[config.mk]
export PLATFORM = sky130hd
export DESIGN_NAME = gamma_bank_lut
export DESIGN_NICKNAME = d
export VERILOG_FILES = /design/src/rtl/gamma_lut_pkg.sv /design/src/rtl/gamma_ctrl.sv /design/src/rtl/gamma_datapath.sv /design/src/rtl/gamma_bank_lut.sv
export SDC_FILE = /design/constraint.sdc
export NUM_CORES = 2
export LEC_CHECK = 0
export CORE_MARGIN = 8
export CORE_UTILIZATION = 55
export CTS_CLUSTER_DIAMETER = 100
export DETAILED_ROUTE_END_ITERATION = 8
export PLACE_DENSITY_LB_ADDON = 0.3
export SKIP_LAST_GASP = 1
export SYNTH_ARGS = -nofsm -noshare
export SYNTH_HDL_FRONTEND = slang
export SYNTH_HIERARCHICAL = 1
export SYNTH_SLANG_ARGS = --single-unit
[constraint.sdc]
create_clock -name clk -period 2.65 [get_ports clk]
set_input_delay 0.265 -clock clk [delete_from_list [all_inputs] [get_ports clk]]
set_output_delay 0.265 -clock clk [all_outputs]
set_load 0.05 [all_outputs]
[src/rtl/gamma_lut_pkg.sv]
package gamma_lut_pkg;

  typedef enum logic [2:0] {
    REG_MODE  = 3'd0,
    REG_SEL   = 3'd1,
    REG_HOST  = 3'd2,
    REG_INDEX = 3'd3,
    REG_DATA  = 3'd4
  } regAddr_e;

  localparam logic [1:0] MODE_BYPASS = 2'd0;
  localparam logic [1:0] MODE_TABLE  = 2'd2;

  // Control-to-datapath strobes; mask bit 2 = red, 1 = green, 0 = blue
  typedef struct packed {
    logic       lutWr;
    logic       bank;
    logic [2:0] mask;
  } lutStrobe_t;

endpackage

[src/rtl/gamma_ctrl.sv]
module gamma_ctrl
  import gamma_lut_pkg::*;
#(
  parameter int ADDR_W = 6,
  parameter int DATA_W = 10
) (
  input  logic              clk,
  input  logic              rst,
  input  logic              regWe,
  input  logic [2:0]        regAddr,
  input  logic [DATA_W-1:0] regWdata,
  input  logic              frameStart,
  output lutStrobe_t        strb,
  output logic [ADDR_W-1:0] wrIdx,
  output logic [1:0]        curMode,
  output logic              curSel,
  output logic              useLut
);

  logic [1:0] pendMode;
  logic       pendSel;
  logic [2:0] hostMask;
  logic       hostBank;

  wire wrMode  = regWe && (regAddr == REG_MODE);
  wire wrSel   = regWe && (regAddr == REG_SEL);
  wire wrHost  = regWe && (regAddr == REG_HOST);
  wire wrIndex = regWe && (regAddr == REG_INDEX);
  wire wrData  = regWe && (regAddr == REG_DATA);

  always_ff @(posedge clk) begin
    if (rst) begin
      pendMode <= MODE_BYPASS;
      pendSel  <= 1'b0;
      curMode  <= MODE_BYPASS;
      curSel   <= 1'b0;
      hostMask <= 3'd0;
      hostBank <= 1'b0;
      wrIdx    <= '0;
    end else begin
      if (wrMode) pendMode <= regWdata[1:0];
      if (wrSel)  pendSel  <= regWdata[0];
      if (wrHost) begin
        hostMask <= regWdata[2:0];
        hostBank <= regWdata[3];
      end
      if (wrIndex)     wrIdx <= regWdata[ADDR_W-1:0];
      else if (wrData) wrIdx <= wrIdx + 1'b1;
      if (frameStart) begin
        curMode <= pendMode;
        curSel  <= pendSel;
      end
    end
  end

  always_comb begin
    strb.lutWr = wrData;
    strb.bank  = hostBank;
    strb.mask  = hostMask;
  end

  // Reserved mode codes fall back to bypass
  assign useLut = (curMode == MODE_TABLE);


  cur_hold_chk: assert property (@(posedge clk) disable iff (rst)
    !frameStart |=> $stable(curMode) && $stable(curSel));


  idx_step_chk: assert property (@(posedge clk) disable iff (rst)
    (regWe && regAddr == REG_DATA) |=> wrIdx == ADDR_W'($past(wrIdx) + 1'b1));


  idx_load_chk: assert property (@(posedge clk) disable iff (rst)
    (regWe && regAddr == REG_INDEX) |=> wrIdx == $past(regWdata[ADDR_W-1:0]));

endmodule

[src/rtl/gamma_datapath.sv]
module gamma_datapath
  import gamma_lut_pkg::*;
#(
  parameter int ADDR_W = 6,
  parameter int DATA_W = 10
) (
  input  logic              clk,
  input  logic              rst,
  input  lutStrobe_t        strb,
  input  logic [ADDR_W-1:0] wrIdx,
  input  logic [DATA_W-1:0] wrData,
  input  logic              useLut,
  input  logic              rdBank,
  input  logic [ADDR_W-1:0] pixIn  [3],
  output logic [DATA_W-1:0] pixOut [3]
);

  localparam int DEPTH = 1 << ADDR_W;

  for (genvar ch = 0; ch < 3; ch++) begin : chanG
    logic [DATA_W-1:0] ramA [DEPTH];
    logic [DATA_W-1:0] ramB [DEPTH];
    // channel 0 red -> mask bit 2, 1 green -> bit 1, 2 blue -> bit 0
    wire chWr = strb.lutWr && strb.mask[2-ch];

    always_ff @(posedge clk) begin
      if (chWr && !strb.bank) ramA[wrIdx] <= wrData;
      if (chWr &&  strb.bank) ramB[wrIdx] <= wrData;
    end

    always_ff @(posedge clk) begin
      if (rst)         pixOut[ch] <= '0;
      else if (!useLut) pixOut[ch] <= DATA_W'(pixIn[ch]);
      else if (rdBank)  pixOut[ch] <= ramB[pixIn[ch]];
      else              pixOut[ch] <= ramA[pixIn[ch]];
    end


    bypass_pass_chk: assert property (@(posedge clk) disable iff (rst)
      !useLut |=> pixOut[ch] == DATA_W'($past(pixIn[ch])));
  end

endmodule

[src/rtl/gamma_bank_lut.sv]
module gamma_bank_lut
  import gamma_lut_pkg::*;
#(
  parameter int ADDR_W = 6,
  parameter int DATA_W = 10
) (
  input  logic              clk,
  input  logic              rst,
  input  logic              regWe,
  input  logic [2:0]        regAddr,
  input  logic [DATA_W-1:0] regWdata,
  input  logic              frameStart,
  input  logic [ADDR_W-1:0] pixR,
  input  logic [ADDR_W-1:0] pixG,
  input  logic [ADDR_W-1:0] pixB,
  output logic [DATA_W-1:0] outR,
  output logic [DATA_W-1:0] outG,
  output logic [DATA_W-1:0] outB,
  output logic [1:0]        curMode,
  output logic              curSel
);

  lutStrobe_t        strb;
  logic [ADDR_W-1:0] wrIdx;
  logic              useLut;
  logic [ADDR_W-1:0] pixIn  [3];
  logic [DATA_W-1:0] pixOut [3];

  assign pixIn[0] = pixR;
  assign pixIn[1] = pixG;
  assign pixIn[2] = pixB;
  assign outR = pixOut[0];
  assign outG = pixOut[1];
  assign outB = pixOut[2];

  gamma_ctrl #(.ADDR_W(ADDR_W), .DATA_W(DATA_W)) ctrlU (
    .clk(clk), .rst(rst), .regWe(regWe), .regAddr(regAddr),
    .regWdata(regWdata), .frameStart(frameStart), .strb(strb),
    .wrIdx(wrIdx), .curMode(curMode), .curSel(curSel), .useLut(useLut)
  );

  gamma_datapath #(.ADDR_W(ADDR_W), .DATA_W(DATA_W)) dpU (
    .clk(clk), .rst(rst), .strb(strb), .wrIdx(wrIdx), .wrData(regWdata),
    .useLut(useLut), .rdBank(curSel), .pixIn(pixIn), .pixOut(pixOut)
  );

endmodule

==> reports/qor.yml <==
outcome: "complete, no violations"
dr.pass1.iters: 6
seqPwrFrac_pct: 53.0
worstPathCellList: "clkdlybuf4s50_1"
post_cts_buffers: 0
timing.critical_path.buf_inv: 1
crit_path_top_delay_cell: "clkdlybuf4s50_1"
coreArea_mm2: 0.2734
cts_tree: "yes"
final_common_cell: "edfxtp_1"
grt_pass1_vias: 80490
period_share_pct: 99.04
clockBufferDepth: 4
cts.clk_slew.worst_paths_ns: 0.06
cpLargestDelayFamily: "buffers and inverters"
portBuffers: 67
grt_first_pass_wirelength_um: 593600
drive_above_1_share_pct: 29.47
postSynthAreaPerCell_um2: 21.04
rsz0062_at_grt: "yes"
htree_levels: 5
start_util_pct: 55.25
reg2reg_to: "dpU/pixOut[12]$_SDFF_PP0_"
antenna_found_initial: 17
clockPowerShare_pct: 42.0
holdCritStartpoint: "pixR[3]"
hp-class: "input pin to flip-flop"
dieWidth_um: 540.0
cts_root_buf: "clkbuf_16"
nets: 8377
syn-instance-count: 7180
pin_count: 68
maxSlewHeadroom_pct: 30.89
cts_inserted_buffers: 386
synthFlopType: "edfxtp_1"
finalMaxSlewViolations: 0
die_h_um: 540.0
fin_crit_ns: 2.625
crit_arrival_ns: 2.36
dp_cells: 11527
start_kind: "flip-flop"
setup_viol: 0
synth-edff-count: 3840
fin_setup_tns_ns: 0
crit_path_end_kind: "output pin"
grt_max_degree: 126
worstHoldEndpoint: "dpU/pixOut[24]$_SDFF_PP0_"
reg2reg_setup_slack_ns: 0.03
powerDensity_mw_per_mm2: 720.5
fin_hold_ws_ns: 0.06695
avgRoutedWirePerCell_um: 34.33
ir_worst_vdd_v: 0.0006798
ys_types: 69
max_stage_delay_ns: 0.91
cts.sinks: 3886
dieArea_mm2: 0.2916
p_sw_share_pct: 21.06
via_count: 81385
p_int_mw: 100.7
worst_slew_pin_slew_ns: 1.037
drt_iter0_drc: 11632
num_rows: 192
final_cell_mix: "edfxtp_1 (3,840), buf_4 (905), mux4_2 (805)"
vias_per_cell: 6.627
r2r_cells: 8
layoutNonFillerInstCount: 12281
combPwrFrac_pct: 5.0
holdPathStages: 4
synthArstFlopShare_pct: 0
dp_hpwl_um: 270600
crit_fanout: 1
grt_usage_pct: 28.29
fin_skew_ns: 0.07499
required_ns: 2.38
clk_latency_ns: 0.92
reg2reg_from: "dpU/chanG[1].ramA[43][2]$_DFFE_PP_"
overflow: 0
fin_util_pct: 64.76
drc_errors: 0
max_freq_mhz: 381.0
final-hold-violation-count: 0
gp_congestion: 0.9272
drv_cap: 0
synth_fp_nets: 7216
leakage_nw: 57.78
wl_um: 421600
ys_warn_count: 6
syn2layout_area_growth_pct: 17.23
synth_area_mm2: 0.1510
ant_nets: 0
crit_type: "flip-flop to output pin"
ys_seq_area_share_pct: 76.96
synth-seq-cells: 3886
power_switching_mw: 26.86
routing by layer:
layer	share of wire (%)	track usage (%)
met5	0.0093	0.7142
met4	5.5	13.40
met3	12	6.846
met2	47	44.07
met1	36	38.06
synthesized netlist by cell type (22+ instances only):
library cell	instances	share of area, %
mux4_2	805	12
o221ai_1	92	0.53
dfxtp_1	46	0.61
buf_2	72	0.24
mux2_2	26	0.19
clkbuf_1	163	0.41
nand2_1	175	0.43
buf_8	33	0.33
nor3_1	33	0.11
nor2_1	494	1.2
nand3_1	60	0.20
edfxtp_1	3840	76
buf_1	37	0.092
buf_4	44	0.22
a221oi_1	25	0.14
a21oi_1	104	0.34
o21ai_0	51	0.17
o22ai_1	94	0.39
a22oi_1	136	0.68
a22o_1	23	0.13
mux2i_1	437	2.9
nand4_1	22	0.091
o211ai_1	58	0.29
buf_6	54	0.40
nor2b_1	25	0.10
state kept, by name, indices dropped and copies added, names as in the netlist:
signal          cells
ctrlU/hostBank      1
ctrlU/curSel        1
ctrlU/hostMask      3
dpU/chanG.ramB   1920
dpU/chanG.ramA   1920
ctrlU/pendMode      2
ctrlU/pendSel       1
ctrlU/wrIdx         6
ctrlU/curMode       2
dpU/pixOut         30
stage by stage:
| step | setup slack (ns) | cell area, µm² | power, mW |
|---|---|---|---|
| finish | 0.02538 | 177100 | 127.6 |
| global route | 0.001306 | 177000 | 130.4 |
| CTS | -0.01466 | 176900 | 128.0 |
| detailed placement | -0.6699 | 164400 | 75.13 |
| global placement | -0.7016 | 164400 | 75.00 |
| floorplan | 0.3923 | 151000 | 72.03 |
worst max-delay path by stage:
stage,slack [ns],end,start,depth (start not counted)
detailed placement,-0.67,dpU/pixOut[12]$_SDFF_PP0_,pixG[0],10
floorplan,0.39,dpU/chanG[0].ramA[10][0]$_DFFE_PP_,ctrlU/wrIdx[3]$_SDFFE_PP0P_,4
global route,0.001,dpU/chanG[1].ramA[42][2]$_DFFE_PP_,ctrlU/wrIdx[3]$_SDFFE_PP0P_,5
global placement,-0.70,dpU/pixOut[12]$_SDFF_PP0_,pixG[0],10
CTS,-0.01,dpU/pixOut[10]$_SDFF_PP0_,ctrlU/curMode[1]$_SDFFE_PP0P_,7
finish,0.03,outR[4],dpU/pixOut[24]$_SDFF_PP0_,1
logic make-up after synthesis:
kind of cell,synth area share [%]
fa+ha+maj,0.008283
compound gates,3.146
buf+inv,1.877
flops,76.96
mux,15.34
simple gates,2.674
final cells by class:
cell class	count	area [µm²]
timing repair buffer	1189	11760
sequential	3886	116200
multi-input combinational	2862	32050
fill	17480	96330
clock inverter	204	1859
inverter	16	60.06
tap	3589	4491
antenna	32	80.08
clock buffer	503	10520
power by group through the flow:
stage               Clock [mW]  Combinational (mW)  Sequential, mW
finish                    53.6                6.42            67.5
detailed placement           0                6.28            68.8
global placement             0                6.15            68.8
CTS                       54.1                6.35            67.5
global route              56.3                6.64            67.5
floorplan                    0                3.13            68.9
repair_timing:
item                       CTS  global route
resized for setup            3            10
pin swaps                    0             0
hold buffers                15             0
setup endpoints to repair    3           112
hold endpoints to repair   572             0
No activity file was read; power rests on OpenSTA's default activity.
